## src/rtl/ffb_pkg.sv

```systemverilog
package ffb_pkg;
    typedef enum logic [1:0] {
        DMA_OFF   = 2'd0,
        DMA_WAIT  = 2'd1,
        DMA_BURST = 2'd2
    } dma_state_t;

    localparam int unsigned CTRL_IRQ_POL = 5;
    localparam int unsigned CTRL_DRQ_POL = 4;
    localparam int unsigned CTRL_MODE_HI = 3;
    localparam int unsigned CTRL_MODE_LO = 2;
    localparam int unsigned CTRL_FLUSH   = 0;
endpackage

```

## src/rtl/ffb_store.sv

```systemverilog
module ffb_store #(
    parameter int unsigned DEPTH = 64,
    parameter int unsigned DW    = 8,
    localparam int unsigned AW   = $clog2(DEPTH),
    localparam int unsigned CW   = AW + 1
) (
    input  logic          clk,
    input  logic          rst_n,
    input  logic          frame_valid,
    input  logic          wr_en,
    input  logic [DW-1:0] wr_data,
    input  logic          rd_en,
    input  logic          soft_clr,
    output logic [DW-1:0] rd_data,
    output logic [CW-1:0] count,
    output logic          flush,
    output logic          rd_pop,
    output logic          drop_err,
    output logic          ovf_err
);
    logic [DW-1:0] mem [DEPTH];
    logic [AW-1:0] wptr, rptr;
    logic          fv_q;
    logic          frame_start, empty, full, wr_ok;

    always_comb begin
        frame_start = frame_valid & ~fv_q;
        flush       = frame_start | soft_clr;
        empty       = (count == '0);
        full        = (count == CW'(DEPTH));
        rd_pop      = rd_en & ~empty & ~flush;
        wr_ok       = wr_en & frame_valid & (flush | ~full | rd_pop);
        ovf_err     = wr_en & frame_valid & full & ~rd_pop & ~flush;
        drop_err    = frame_start & ~empty;
    end

    always_ff @(posedge clk or negedge rst_n) begin
        if (!rst_n) begin
            fv_q  <= 1'b0;
            wptr  <= '0;
            rptr  <= '0;
            count <= '0;
        end else begin
            fv_q <= frame_valid;
            if (flush) begin
                wptr  <= wr_ok ? AW'(1) : '0;
                rptr  <= '0;
                count <= wr_ok ? CW'(1) : '0;
            end else begin
                wptr  <= wptr + AW'(wr_ok);
                rptr  <= rptr + AW'(rd_pop);
                count <= count + CW'(wr_ok) - CW'(rd_pop);
            end
        end
    end

    always_ff @(posedge clk) begin
        if (wr_ok) begin
            mem[flush ? '0 : wptr] <= wr_data;
        end
    end

    always_ff @(posedge clk or negedge rst_n) begin
        if (!rst_n) begin
            rd_data <= '0;
        end else if (rd_pop) begin
            rd_data <= mem[rptr];
        end
    end

    // count never exceeds the capacity
    p_count_bound_r1: assert property (@(posedge clk) disable iff (!rst_n)
        count <= CW'(DEPTH));

    // a pop of an empty buffer leaves the data port unchanged
    p_empty_hold_r2: assert property (@(posedge clk) disable iff (!rst_n)
        (rd_en && count == '0) |=> $stable(rd_data));

    // with the envelope low the count cannot grow
    p_gate_r3: assert property (@(posedge clk) disable iff (!rst_n)
        !frame_valid |=> count <= $past(count));

    // after a flush at most the same-cycle byte remains
    p_flush_r4: assert property (@(posedge clk) disable iff (!rst_n)
        flush |=> count <= CW'(1));

    // write and pop in one cycle keep the count
    p_simul_r10: assert property (@(posedge clk) disable iff (!rst_n)
        (wr_en && frame_valid && rd_en && count != '0 && !flush) |=> $stable(count));
endmodule

```

## src/rtl/ffb_regs.sv

```systemverilog
module ffb_regs
    import ffb_pkg::*;
#(
    parameter int unsigned DEPTH = 64,
    localparam int unsigned AW   = $clog2(DEPTH),
    localparam int unsigned CW   = AW + 1
) (
    input  logic          clk,
    input  logic          rst_n,
    input  logic          ctrl_wr,
    input  logic [7:0]    ctrl_wdata,
    input  logic          thr_wr,
    input  logic [AW-1:0] thr_wdata,
    input  logic          clr_wr,
    input  logic [7:0]    clr_wdata,
    input  logic          drop_err,
    input  logic          ovf_err,
    input  logic [CW-1:0] count,
    output logic [7:0]    ctrl_rdata,
    output logic          soft_clr,
    output logic          err_flag,
    output logic          irq_active,
    output logic          irq_pol,
    output logic          drq_pol,
    output logic [1:0]    dma_mode
);
    logic [AW-1:0] thr;
    logic          err_clr;

    always_comb begin
        soft_clr   = ctrl_wr & ctrl_wdata[CTRL_FLUSH];
        err_clr    = clr_wr & clr_wdata[0];
        irq_active = (count >= {1'b0, thr});
        ctrl_rdata = {2'b00, irq_pol, drq_pol, dma_mode, 2'b00};
    end

    always_ff @(posedge clk or negedge rst_n) begin
        if (!rst_n) begin
            irq_pol  <= 1'b0;
            drq_pol  <= 1'b0;
            dma_mode <= 2'b00;
            thr      <= AW'(DEPTH / 2);
            err_flag <= 1'b0;
        end else begin
            if (ctrl_wr) begin
                irq_pol  <= ctrl_wdata[CTRL_IRQ_POL];
                drq_pol  <= ctrl_wdata[CTRL_DRQ_POL];
                dma_mode <= ctrl_wdata[CTRL_MODE_HI:CTRL_MODE_LO];
            end
            if (thr_wr) begin
                thr <= thr_wdata;
            end
            if (drop_err || ovf_err) begin
                err_flag <= 1'b1;
            end else if (err_clr) begin
                err_flag <= 1'b0;
            end
        end
    end

    // the error flag only falls on a clear strobe with bit 0 set
    p_err_sticky_r6: assert property (@(posedge clk) disable iff (!rst_n)
        (err_flag && !(clr_wr && clr_wdata[0])) |=> err_flag);

    // reserved and self-clearing bits read as zero
    p_ctrl_zero_r9: assert property (@(posedge clk) disable iff (!rst_n)
        ctrl_rdata[7:6] == 2'b00 && ctrl_rdata[1:0] == 2'b00);
endmodule

```

## src/rtl/ffb_dma.sv

```systemverilog
module ffb_dma
    import ffb_pkg::*;
#(
    parameter int unsigned DEPTH      = 64,
    parameter int unsigned BURST_BASE = 8,
    localparam int unsigned AW        = $clog2(DEPTH),
    localparam int unsigned CW        = AW + 1
) (
    input  logic          clk,
    input  logic          rst_n,
    input  logic [1:0]    dma_mode,
    input  logic [CW-1:0] count,
    input  logic          rd_pop,
    input  logic          flush,
    output logic          drq_active
);
    dma_state_t    state, nxt;
    logic [CW-1:0] blen, rem;

    always_comb begin
        unique case (dma_mode)
            2'b01:   blen = CW'(BURST_BASE);
            2'b10:   blen = CW'(BURST_BASE * 2);
            2'b11:   blen = CW'(BURST_BASE * 4);
            default: blen = '0;
        endcase
    end

    always_comb begin
        nxt = state;
        unique case (state)
            DMA_OFF: begin
                if (dma_mode != 2'b00) nxt = DMA_WAIT;
            end
            DMA_WAIT: begin
                if (dma_mode == 2'b00)             nxt = DMA_OFF;
                else if (!flush && count >= blen)  nxt = DMA_BURST;
            end
            DMA_BURST: begin
                if (dma_mode == 2'b00)              nxt = DMA_OFF;
                else if (flush)                     nxt = DMA_WAIT;
                else if (rd_pop && rem == CW'(1))   nxt = DMA_WAIT;
            end
            default: nxt = DMA_OFF;
        endcase
    end

    always_ff @(posedge clk or negedge rst_n) begin
        if (!rst_n) begin
            state <= DMA_OFF;
            rem   <= '0;
        end else begin
            state <= nxt;
            if (state == DMA_WAIT && nxt == DMA_BURST) begin
                rem <= blen;
            end else if (state == DMA_BURST && rd_pop) begin
                rem <= rem - CW'(1);
            end
        end
    end

    always_comb begin
        drq_active = (state == DMA_BURST);
    end

    // a request only starts once a full burst was held
    p_drq_start_r8: assert property (@(posedge clk) disable iff (!rst_n)
        $rose(drq_active) |-> $past(count) >= $past(blen));

    // mode 00 withdraws the request on the next cycle
    p_drq_off_r8: assert property (@(posedge clk) disable iff (!rst_n)
        (dma_mode == 2'b00) |=> !drq_active);
endmodule

```

## src/rtl/frame_byte_fifo.sv

```systemverilog
module frame_byte_fifo #(
    parameter int unsigned DEPTH      = 64,
    parameter int unsigned BURST_BASE = 8,
    localparam int unsigned AW        = $clog2(DEPTH),
    localparam int unsigned CW        = AW + 1
) (
    input  logic          clk,
    input  logic          rst_n,
    input  logic          frame_valid,
    input  logic          wr_en,
    input  logic [7:0]    wr_data,
    input  logic          rd_en,
    output logic [7:0]    rd_data,
    input  logic          ctrl_wr,
    input  logic [7:0]    ctrl_wdata,
    output logic [7:0]    ctrl_rdata,
    input  logic          thr_wr,
    input  logic [AW-1:0] thr_wdata,
    input  logic          clr_wr,
    input  logic [7:0]    clr_wdata,
    output logic [CW-1:0] fill_level,
    output logic          err_flag,
    output logic          irq_o,
    output logic          drq_o,
    output logic          drq_oe
);
    logic       soft_clr, flush, rd_pop, drop_err, ovf_err;
    logic       irq_active, irq_pol, drq_pol, drq_active;
    logic [1:0] dma_mode;

    ffb_store #(.DEPTH(DEPTH), .DW(8)) u_store (
        .clk         (clk),
        .rst_n       (rst_n),
        .frame_valid (frame_valid),
        .wr_en       (wr_en),
        .wr_data     (wr_data),
        .rd_en       (rd_en),
        .soft_clr    (soft_clr),
        .rd_data     (rd_data),
        .count       (fill_level),
        .flush       (flush),
        .rd_pop      (rd_pop),
        .drop_err    (drop_err),
        .ovf_err     (ovf_err)
    );

    ffb_regs #(.DEPTH(DEPTH)) u_regs (
        .clk         (clk),
        .rst_n       (rst_n),
        .ctrl_wr     (ctrl_wr),
        .ctrl_wdata  (ctrl_wdata),
        .thr_wr      (thr_wr),
        .thr_wdata   (thr_wdata),
        .clr_wr      (clr_wr),
        .clr_wdata   (clr_wdata),
        .drop_err    (drop_err),
        .ovf_err     (ovf_err),
        .count       (fill_level),
        .ctrl_rdata  (ctrl_rdata),
        .soft_clr    (soft_clr),
        .err_flag    (err_flag),
        .irq_active  (irq_active),
        .irq_pol     (irq_pol),
        .drq_pol     (drq_pol),
        .dma_mode    (dma_mode)
    );

    ffb_dma #(.DEPTH(DEPTH), .BURST_BASE(BURST_BASE)) u_dma (
        .clk         (clk),
        .rst_n       (rst_n),
        .dma_mode    (dma_mode),
        .count       (fill_level),
        .rd_pop      (rd_pop),
        .flush       (flush),
        .drq_active  (drq_active)
    );

    always_comb begin
        irq_o  = irq_active ^ irq_pol;
        drq_o  = drq_active ^ drq_pol;
        drq_oe = (dma_mode != 2'b00);
    end

    // a full buffer with an unpaired write raises the error flag
    p_overflow_r5: assert property (@(posedge clk) disable iff (!rst_n)
        (wr_en && frame_valid && !rd_en && !flush && fill_level == CW'(DEPTH))
        |=> err_flag && fill_level == CW'(DEPTH));
endmodule

```

## config.mk

```make
export PLATFORM = sky130hd
export DESIGN_NAME = frame_byte_fifo
export DESIGN_NICKNAME = d
export VERILOG_FILES = /design/src/rtl/ffb_pkg.sv /design/src/rtl/ffb_store.sv /design/src/rtl/ffb_regs.sv /design/src/rtl/ffb_dma.sv /design/src/rtl/frame_byte_fifo.sv
export SDC_FILE = /design/constraint.sdc
export NUM_CORES = 1
export LEC_CHECK = 0
export BUFFER_PORTS_ARGS = -buffer_cell sky130_fd_sc_hd__buf_2
export CORE_ASPECT_RATIO = 1.75
export CORE_MARGIN = 1
export CORE_UTILIZATION = 62
export DETAILED_ROUTE_END_ITERATION = 10
export PLACE_DENSITY = 0.88
export SYNTH_ARGS = -nofsm -noshare
export SYNTH_HDL_FRONTEND = slang
export SYNTH_SLANG_ARGS = --single-unit
```

## constraint.sdc

```tcl
create_clock -name clk -period 4.5 [get_ports clk]
set_clock_uncertainty 0.2 [all_clocks]
set_input_delay 0.45 -clock clk [delete_from_list [all_inputs] [get_ports clk]]
set_output_delay 0.45 -clock clk [all_outputs]
set_load 0.005 [all_outputs]
```

==> results of run 1 <==
[kinds of logic (layout without fill, tap and decap cells)]
group                    Yosys count  after routing  synth area share, %
XOR/XNOR                          18             18               0.6986
buffers and inverters             82            186                2.107
other                              1              4              0.01662
adder cells (fa/ha/maj)           25             25                1.419
AND/OR/NAND/NOR                  196            196                4.059
multiplexers                     196            196                15.90
AO/OA/AOI/OAI                     86             86                2.334
flip-flops                       560            560                73.46
[worst register-to-register path: stages (launching register included)]
cell	delay, ps
dfrtp_1	430
inv_1	130
ha_1	210
nand4bb_1	190
o2111ai_2	340
inv_2	230
ha_1	460
inv_1	130
ha_1	190
inv_1	80
fa_1	420
nand2b_1	160
a21oi_1	240
o21ai_1	120
a21oi_1	270
o21ai_0	150
a21oi_1	140
[per-stage QoR]
| step | worst slack (ps) | utilization, % | total power, W | std cells |
|---|---|---|---|---|
| 2_1_floorplan | 1082 | - | 0.007378 | 1167 |
| 3_3_place_gp | 780.5 | 64.58 | 0.007805 | 1644 |
| 3_5_place_dp | 646.0 | 64.58 | 0.007915 | 1644 |
| 4_1_cts | 464.4 | 68.78 | 0.01167 | 1741 |
| 5_1_grt | 61.21 | 68.80 | 0.01205 | 1741 |
| 6_report | 313.1 | 68.80 | 0.01177 | 1741 |
[what timing repair did]
item	in CTS	in global routing
resized for setup	0	1
endpoints found under the setup margin	0	1
buffers inserted	0	0
hold buffers	15	0
hold endpoints to repair	58	0
[worst paths after layout]
kind / cells after the start / to / slack, ps
setup / recovery: 16 / u_store.count[6] / 310
hold / removal: 3 / u_regs.err_flag / 20
setup reg to reg: 16 / u_store.count[6] / 310
hold reg to reg: 2 / u_regs.err_flag / 300
max in group asynchronous: 2 / u_store.rptr[0] / 2860
min in group asynchronous: 2 / u_store.rptr[4] / 440
[per-layer routing]
metal | GRT usage, % | part of all wire [%]
met4 | 23.07 | 8.5
met2 | 53.05 | 51
met3 | 7.782 | 9.8
met1 | 34.26 | 31
met5 | 0 | 0.018
[registers in the layout, summed over array words and instances (netlist names)]
signal and flops:
u_dma.rem 7, u_dma.state 2, u_regs.dma_mode 2, u_regs.drq_pol 1
u_regs.err_flag 1, u_regs.irq_pol 1, u_regs.thr 6, u_store.count 7
u_store.fv_q 1, u_store.mem 512, u_store.rd_data 8, u_store.rptr 6
u_store.wptr 6
[final cells by class]
type | count | area, um2 | share of cell area (%)
clock buffer | 56 | 1167 | 4.725
clock inverter | 26 | 192.7 | 0.7798
inverter | 23 | 86.33 | 0.3494
timing repair buffer | 81 | 558.0 | 2.258
tap | 470 | 588.1 | 2.380
sequential | 560 | 16590 | 67.13
multi-input combinational | 525 | 5530 | 22.38
[cell usage in the layout, fill, tap and decap left out, drive strengths merged, types with 7 or more instances in the layout]
cell / n
nand3: 13
mux2i: 48
ha: 24
mux2: 20
xor2: 10
a21oi: 19
nand2: 40
a221oi: 7
mux4: 128
dfrtp: 47
nor2: 90
edfxtp: 512
nor2b: 8
o22ai: 22
dlygate4sd3: 15
a31oi: 11
xnor2: 8
inv: 26
nand2b: 7
buf: 66
clkbuf: 56
clkinv: 16
o21ai: 16
[where the power goes]
group / switching [W] / internal, W / total (W)
clock network: 0.00181 / 0.00197 / 0.00378
logic: 0.00106 / 0.000919 / 0.00198
registers: 0.000212 / 0.00580 / 0.00601
==> flow_metrics.env, run 1 <==
export IMPL_status="complete, no violations"
export IMPL_hpwl_um=31710
export IMPL_fill_cells=1930
export IMPL_synth_cell_type_count=55
export IMPL_start_util_pct=62.83
export IMPL_cts_max_path_buffers=3
export IMPL_p_leak_nw=7.792
export IMPL_slowest_delay_ps=450
export IMPL_fin_crit_sh_pct=93.04
export IMPL_crit_family="adder cells"
export IMPL_syn_avg_cell_area_um2=19.39
export IMPL_holdWs_ps=16.54
export IMPL_drt_initial_drc_count=1586
export IMPL_antenna_found_initial=1
export IMPL_critical_path_class="flip-flop to flip-flop"
export IMPL_grt_overflow=0
export IMPL_setup_tns_ps=0
export IMPL_critPathCaptureType="flip-flop"
export IMPL_synth_top_area_share_pct=68.13
export IMPL_crit_path_max_fanout=18
export IMPL_yosysMostFrequentCell="edfxtp_1"
export IMPL_synthFlopType="edfxtp_1"
export IMPL_via_per_inst=6.920
export IMPL_clock_fmax_mhz=238.8
export IMPL_dieArea_mm2=0.03719
export IMPL_grt_max_degree=65
export IMPL_period_needed_ps=4187
export IMPL_core_area_mm2=0.03591
export IMPL_slew_headroom_pct=7.013
export IMPL_synth_largest_area_cell="edfxtp_1"
export IMPL_cts_tree="yes"
export IMPL_synth_seq_cells=560
export IMPL_die_w_um=146.2
export IMPL_yosysSeqAreaShare_pct=73.46
export IMPL_final_nets=1298
export IMPL_layout_drive_gt1_share_pct=21.87
export IMPL_port_buffers=50
export IMPL_cts_sinks=560
export IMPL_grt_pass1_vias=12770
export IMPL_slowest_stage="ha_1"
export IMPL_clkSlewWorstSetupHoldPaths_ps=70
export IMPL_timing_rr_start="u_store.count[3]"
export IMPL_hold_path_class="input port to flip-flop"
export IMPL_maxSlewViolCount=0
export IMPL_area_growth_pct=9.498
export IMPL_synth_cells=1164
export IMPL_drtAntennaViolNets=0
export IMPL_num_antenna_cells=0
export IMPL_grt_pass1_wl_um=81940
export IMPL_cp_start_kind="flip-flop"
export IMPL_drc=0
export IMPL_die_h_um=254.4
export IMPL_drv_cap=0
export IMPL_synth_warnings=0
export IMPL_rows=92
export IMPL_wl_per_cell_um=32.27
export IMPL_peakVddDrop_v=0.0002788
export IMPL_grtUsageTotal_pct=31.28
export IMPL_clockRootBuffer="clkbuf_16"
export IMPL_rsz0062_at_grt="false"
export IMPL_ios=65
export IMPL_routed_wl_um=56180
export IMPL_yosys_top_cells_area="edfxtp_1 (68%), mux4_2 (13%), dfrtp_1 (5.2%)"
export IMPL_power_density_mw_per_mm2=476.4
export IMPL_placed_cell_area_mm2=0.02319
export IMPL_yosys_top_cells_count="edfxtp_1 (512), mux4_2 (128), nor2_1 (90), mux2i_1 (48), dfrtp_1 (47)"
export IMPL_worst_path_buf_inv=4
export IMPL_async_flop_share_pct=8.571
export IMPL_worst_pin_slew_ps=1386
export IMPL_crit_required_ps=4800
export IMPL_final_hold_viol_count=0
export IMPL_design_area_mm2=0.02471
export IMPL_setup_viol=0
export IMPL_insertion_delay_ps=590
export IMPL_place_congestion=0.9595
export IMPL_synth_edf_count=512
export IMPL_cts_buffers=44
export IMPL_crit_arrival_ps=4490
export IMPL_h_tree_depth=2
export IMPL_vias=12050
export IMPL_hold_start="wr_en"
export IMPL_crit_chain="inv_1, ha_1, nand4bb_1, o2111ai_2, inv_2, ha_1, inv_1, ha_1, inv_1, fa_1, nand2b_1, a21oi_1, o21ai_1, a21oi_1, o21ai_0, a21oi_1"
export IMPL_firstDrtPassIters=7
export IMPL_synthesis_area_mm2=0.02257
export IMPL_critPathLaunch="u_store.count[3]"
Power figures use the tool's default switching activity.
==> run 2: changes to the inputs <==
--- a/config.mk
+++ b/config.mk
@@ -5,6 +5,7 @@
 export SDC_FILE = /design/constraint.sdc
 export NUM_CORES = 1
 export LEC_CHECK = 0
+export ABC_AREA = 1
 export BUFFER_PORTS_ARGS = -buffer_cell sky130_fd_sc_hd__buf_2
 export CORE_ASPECT_RATIO = 1.75
 export CORE_MARGIN = 1
==> run 2 against run 1 <==
Count of clock-buffer cells in the layout unchanged. Via count is 39% higher. Routed wire length grew 8.0%.
==> flow_metrics.env, run 2 <==
export IMPL_status="complete, no violations"
export IMPL_synth_compound_area_share_pct=2.387
export IMPL_synth_edf_count=512
export IMPL_hold_path_class="input port to flip-flop"
export IMPL_synth_top_area_share_pct=65.17
export IMPL_drtAntennaViolNets=0
export IMPL_rsz0062_at_grt="false"
export IMPL_num_antenna_cells=0
export IMPL_yosys_top_cells_area="edfxtp_1 (65%), nand2_1 (13%), nand3_1 (6.8%)"
export IMPL_hold_buffers=22
export IMPL_start_util_pct=62.88
export IMPL_clock_power_share_pct=33.9
export IMPL_synthesis_area_mm2=0.02359
export IMPL_crit_required_ps=4820
export IMPL_setup_viol=0
export IMPL_dieArea_mm2=0.03887
export IMPL_h_tree_depth=2
export IMPL_reg_top3="u_store.mem x512, u_store.rd_data x8"
export IMPL_period_needed_ps=3574
export IMPL_yosys_area_share_simple_pct=22.29
export IMPL_crit_path_max_fanout=53
export IMPL_firstDrtPassIters=6
export IMPL_crit_arrival_ps=3900
export IMPL_routed_wl_um=60650
export IMPL_critical_path_class="flip-flop to flip-flop"
export IMPL_fill_cells=2235
export IMPL_crit_chain="inv_2, nand3_1, nand3_1, nand3_1, nand3_1, nand3_1, nand3_1, nand2_1"
export IMPL_peakVddDrop_v=0.0004410
export IMPL_grtUsageTotal_pct=31.82
export IMPL_slew_headroom_pct=21.44
export IMPL_mostFrequentLayoutCells="nand2_1 (790), edfxtp_1 (512), nand3_1 (320)"
export IMPL_slowest_delay_ps=1060
export IMPL_fin_crit_sh_pct=79.43
export IMPL_synth_cell_type_count=43
export IMPL_critPathCaptureType="flip-flop"
export IMPL_drc=0
export IMPL_grt_overflow=0
export IMPL_slowest_stage="dfrtp_2"
export IMPL_die_h_um=260.1
export IMPL_cts_max_path_buffers=3
export IMPL_place_congestion=0.9155
export IMPL_design_area_mm2=0.02592
export IMPL_ios=65
export IMPL_worst_path_buf_inv=1
export IMPL_yosysSeqAreaShare_pct=70.26
export IMPL_antenna_found_initial=0
export IMPL_wl_per_cell_um=22.78
export IMPL_clockRootBuffer="clkbuf_16"
export IMPL_port_buffers=50
export IMPL_async_flop_share_pct=8.571
export IMPL_p_leak_nw=9.836
export IMPL_dp_cells=2557
export IMPL_vias=16720
export IMPL_clkSlewWorstSetupHoldPaths_ps=70
export IMPL_grt_max_degree=258
export IMPL_synth_top_family_by_area="simple AND/OR/NAND/NOR gates"
export IMPL_final_nets=2209
export IMPL_placed_cell_area_mm2=0.02412
export IMPL_synthAdderAreaFrac_pct=1.358
export IMPL_cp_start_kind="flip-flop"
export IMPL_synth_xor_area_share_pct=0.3712
export IMPL_synth_area_mux_share_pct=0.1432
export IMPL_insertion_delay_ps=590
export IMPL_crit_family="simple AND/OR/NAND/NOR gates"
export IMPL_power_density_mw_per_mm2=479.9
export IMPL_layout_commonest_cell="nand2_1"
export IMPL_seqPwrFrac_pct=47.8
export IMPL_synth_cells=2117
export IMPL_p_sw_share_pct=28.73
export IMPL_cts_buffers=45
export IMPL_final_hold_viol_count=0
export IMPL_rows=94
export IMPL_area_growth_pct=9.875
export IMPL_r2r_setup_slack_ps=930
export IMPL_cts_post_setup_buffers_inserted=0
export IMPL_clock_fmax_mhz=279.8
export IMPL_drv_cap=0
export IMPL_die_w_um=149.5
export IMPL_yosysMostFrequentCell="nand2_1"
export IMPL_synth_seq_cells=560
export IMPL_layout_drive_gt1_share_pct=8.108
export IMPL_maxSlewViolCount=0
export IMPL_pwr_share_comb_pct=18.2
export IMPL_via_per_inst=6.279
export IMPL_synth_largest_area_cell="edfxtp_1"
export IMPL_power_switching_w=0.003574
export IMPL_p_int_w=0.008867
export IMPL_cts_resized_gates=0
export IMPL_grt_pass1_vias=16490
export IMPL_cts_tree="yes"
export IMPL_instances_no_fill=2663
export IMPL_core_area_mm2=0.03752
export IMPL_setup_tns_ps=0
export IMPL_syn_avg_cell_area_um2=11.14
export IMPL_largest_reg_flops=512
export IMPL_synth_warnings=0
export IMPL_drt_initial_drc_count=2359
export IMPL_cpMostUsedCell="nand3_1"
export IMPL_cts_sinks=560
export IMPL_synthFlopType="edfxtp_1"
export IMPL_worst_pin_slew_ps=1178
export IMPL_regMostFlops="u_store.mem"
export IMPL_grt_pass1_wl_um=90990
export IMPL_hpwl_um=34420
export IMPL_yosys_top_cells_count="nand2_1 (790), edfxtp_1 (512), nand3_1 (320), nor2_1 (101), a21oi_1 (79)"
-- run 2: cell count changes in the layout (fill, tap and decap cells not counted), moves of 12 or more --
cell     delta
mux2i_1    -48
a21oi_1    +60
nand2_1   +750
mux2_2     -12
inv_1      +22
nand3_1   +307
mux4_2    -128
o22ai_1    -22
-- run 2: kinds of logic (layout without fill, tap and decap cells) --
group,after synthesis,count (layout)
AO/OA/AOI/OAI,108,108
XOR/XNOR,10,10
adder cells (fa/ha/maj),25,25
buffers and inverters,168,231
flip-flops,560,560
multiplexers,3,3
other,1,4
AND/OR/NAND/NOR,1242,1242
-- run 2: worst register-to-register path, stage by stage (launching register included) --
cell and delay (ps):
dfrtp_2 1060, inv_2 770, nand3_1 350, nand3_1 220
nand3_1 210, nand3_1 220, nand3_1 240, nand3_1 160
nand2_1 80
-- run 2: metal layers --
layer	share of wire (%)	GRT usage, %	vias up
li1	-	-	7321
met1	32	35.91	7801
met2	50	54.01	1279
met3	9.6	4.860	320
met4	8.4	24.15	0
met5	0	0	-
-- run 2: power by group through the flow --
stage | logic (W) | registers (W) | clock network [W]
3_5_place_dp | 0.00213 | 0.00606 | 0
6_report | 0.00227 | 0.00595 | 0.00422
3_3_place_gp | 0.00203 | 0.00604 | 0
2_1_floorplan | 0.00148 | 0.00600 | 0
5_1_grt | 0.00249 | 0.00596 | 0.00439
4_1_cts | 0.00219 | 0.00594 | 0.00421
-- run 2: area by class of cell --
type	instances	area, um2	area share [%]
sequential	560	16580	63.97
multi-input combinational	1392	6284	24.24
inverter	54	210.2	0.8109
clock inverter	28	340.3	1.313
clock buffer	56	1240	4.783
tap	480	600.6	2.317
timing repair buffer	93	665.6	2.568
-- run 2: through the flow --
stage	hold slack, ps	worst slack, ps	utilization [%]	power [W]
6_report	16.41	925.6	69.09	0.01244
5_1_grt	35.82	673.1	69.09	0.01285
4_1_cts	0.5873	1064	69.09	0.01234
3_5_place_dp	269.9	1014	64.29	0.008190
3_3_place_gp	267.6	1055	64.29	0.008068
2_1_floorplan	-45.59	1341	-	0.007485
-- run 2: worst paths after layout --
| check | from | endpoint | cells after the start |
|---|---|---|---|
| worst max-delay path | u_store.rptr[1] | u_store.rd_data[3] | 8 |
| max in group asynchronous | rst_n | u_store.rptr[0] | 3 |
| worst min register to register | u_store.rd_data[7] | u_store.rd_data[7] | 2 |
| worst min-delay path | thr_wr | u_regs.thr[3] | 3 |
| min in group asynchronous | rst_n | u_regs.irq_pol | 2 |
| worst max register to register | u_store.rptr[1] | u_store.rd_data[3] | 8 |
==> run 3: changes to the inputs <==
==> constraint.sdc (replaced) <==
create_clock -name clk -period 3.4 [get_ports clk]
set_clock_uncertainty 0.2 [all_clocks]
set_input_delay 0.34 -clock clk [delete_from_list [all_inputs] [get_ports clk]]
set_output_delay 0.34 -clock clk [all_outputs]
set_load 0.005 [all_outputs]
==> run 3 against run 2 <==
Combinational power increased by 48%. Via count increased by 2.0%. Largest power group unchanged. Largest cell class unchanged. Highest routed layer unchanged. Global-route usage increased by 1.4 points.
==> flow_metrics.env, run 3 (synthesized netlist as in run 2, its figures left out) <==
export IMPL_status="complete, no violations"
export IMPL_layout_drive_gt1_share_pct=9.987
export IMPL_slew_headroom_pct=21.30
export IMPL_routed_wl_um=62820
export IMPL_dieArea_mm2=0.03887
export IMPL_ios=65
export IMPL_clockRootBuffer="clkbuf_16"
export IMPL_rows=94
export IMPL_holdWs_ps=108.5
export IMPL_place_ws_ps=54.29
export IMPL_pwr_share_comb_pct=20.4
export IMPL_highest_layer="met4"
export IMPL_final_hold_viol_count=0
export IMPL_crit_required_ps=3670
export IMPL_worstRegToRegCells=18
export IMPL_dp_cells=2601
export IMPL_setup_viol=0
export IMPL_m1WireLength_um=19710
export IMPL_grt_overflow=0
export IMPL_wl_per_cell_um=23.07
export IMPL_p_leak_nw=10.11
export IMPL_wl_met2_um=31780
export IMPL_worst_pin_slew_ps=1181
export IMPL_clkSlewWorstSetupHoldPaths_ps=70
export IMPL_h_tree_depth=2
export IMPL_period_needed_ps=3291
export IMPL_holdPathStages=5
export IMPL_crit_path_max_fanout=4
export IMPL_fin_crit_sh_pct=96.79
export IMPL_largest_reg_flops=512
export IMPL_cts_sinks=560
export IMPL_reg_top3="u_store.mem x512, u_store.rd_data x8"
export IMPL_p_sw_share_pct=29.62
export IMPL_cp_start_kind="flip-flop"
export IMPL_power_density_mw_per_mm2=627.7
export IMPL_cts_max_path_buffers=3
export IMPL_die_h_um=260.1
export IMPL_total_power_w=0.01657
export IMPL_p_int_w=0.01166
export IMPL_num_antenna_cells=0
export IMPL_drtAntennaViolNets=0
export IMPL_hold_start="ctrl_wdata[0]"
export IMPL_drc=0
export IMPL_timing_rr_start="u_store.count[3]"
export IMPL_hold_path_class="input port to flip-flop"
export IMPL_vias=17060
export IMPL_final_nets=2269
export IMPL_critPathCaptureType="flip-flop"
export IMPL_clock_fmax_mhz=303.9
export IMPL_maxSlewViolCount=0
export IMPL_peakVddDrop_v=0.0006561
export IMPL_instances_no_fill=2723
export IMPL_setup_tns_ps=0
export IMPL_drv_cap=0
export IMPL_grt_pass1_vias=16780
export IMPL_firstDrtPassIters=6
export IMPL_grtUsageTotal_pct=33.22
export IMPL_area_growth_pct=11.86
export IMPL_wl_met3_um=5954
export IMPL_antenna_found_initial=0
export IMPL_place_congestion=1.026
export IMPL_cts_buffers=46
export IMPL_start_util_pct=62.88
export IMPL_regMostFlops="u_store.mem"
export IMPL_grt_max_degree=258
export IMPL_cts_tree="yes"
export IMPL_clock_power_share_pct=32.4
export IMPL_insertion_delay_ps=580
export IMPL_drt_initial_drc_count=2552
export IMPL_layout_commonest_cell="nand2_1"
export IMPL_power_switching_w=0.004908
export IMPL_mostFrequentLayoutCells="nand2_1 (790), edfxtp_1 (512), nand3_1 (319)"
export IMPL_r2r_setup_slack_ps=110
export IMPL_critPathLaunch="u_store.count[3]"
export IMPL_layout_setup_ws_ps=109.2
export IMPL_grt_pass1_wl_um=94540
export IMPL_via_per_inst=6.264
export IMPL_critical_path_class="flip-flop to flip-flop"
export IMPL_port_buffers=50
export IMPL_core_area_mm2=0.03752
export IMPL_die_w_um=149.5
export IMPL_hpwl_um=37440
export IMPL_seqPwrFrac_pct=47.2
export IMPL_crit_arrival_ps=3560
run 3: cell types whose count changed in the layout (fill, tap and decap cells not counted), moves of 2 or more:
cell           delta
dlygate4sd3_1    +13
buf_12            +3
clkbuf_1          +4
clkinv_1          +2
bufinv_16         -3
buf_4            +43
run 3: per-stage QoR:
stage | utilization, % | instance area (um2)
after floorplan | - | 23600
after global placement | 65.27 | 24490
after detailed placement | 65.27 | 24490
after CTS | 70.23 | 26350
after global routing | 70.34 | 26390
final | 70.34 | 26390
run 3: path summary, 6_finish.rpt:
path,endpoint
min reg2reg,u_store.rd_data[1]
min,u_store.rptr[1]
min in group asynchronous,u_dma.rem[0]
max in group asynchronous,u_regs.thr[5]
max reg2reg,u_store.count[6]
max,u_store.count[6]
run 3: power by group through the flow:
stage               logic (W)  clock network (W)  registers (W)
finish                0.00337            0.00537        0.00782
CTS                   0.00315            0.00536        0.00780
detailed placement    0.00302                  0        0.00795
global placement      0.00287                  0        0.00794
floorplan             0.00196                  0        0.00794
global route          0.00365            0.00561        0.00783
run 3: worst max-delay path, cell delays in order, from the launching register on:
cell     delay [ps]
dfrtp_1         420
inv_2            90
ha_1            170
nand3_2         150
nor2_4          160
nor3_2           60
ha_1            280
inv_1            70
ha_1            170
inv_1            60
fa_1            400
inv_1           120
a21oi_1         100
o21ai_2         190
nand2_1         100
a21oi_2         150
o21ai_0         100
nand2_1         100
nor2_1           60
run 3: area by class of cell:
cell class / instances / area (um2)
Fill cell: 2278 / 11130
Timing Repair Buffer: 152 / 1179
Multi-Input combinational cell: 1392 / 6309
Clock buffer: 61 / 1269
Inverter: 54 / 210.2
Clock inverter: 24 / 241.5
Sequential cell: 560 / 16580
Tap cell: 480 / 600.6
run 3: what timing repair did:
item / CTS / global route
pin swaps: 0 / 2
gates resized for setup: 1 / 7
cloned: 0 / 0
hold buffers: 35 / 0
setup endpoints to repair: 1 / 2
hold endpoints to repair: 68 / 0
buffers inserted: 0 / 2
run 3: per-layer routing:
layer	vias up	track usage, %
li1	7434	-
met1	8000	37.33
met2	1286	56.60
met3	336	5.088
met4	0	25.17
met5	-	0
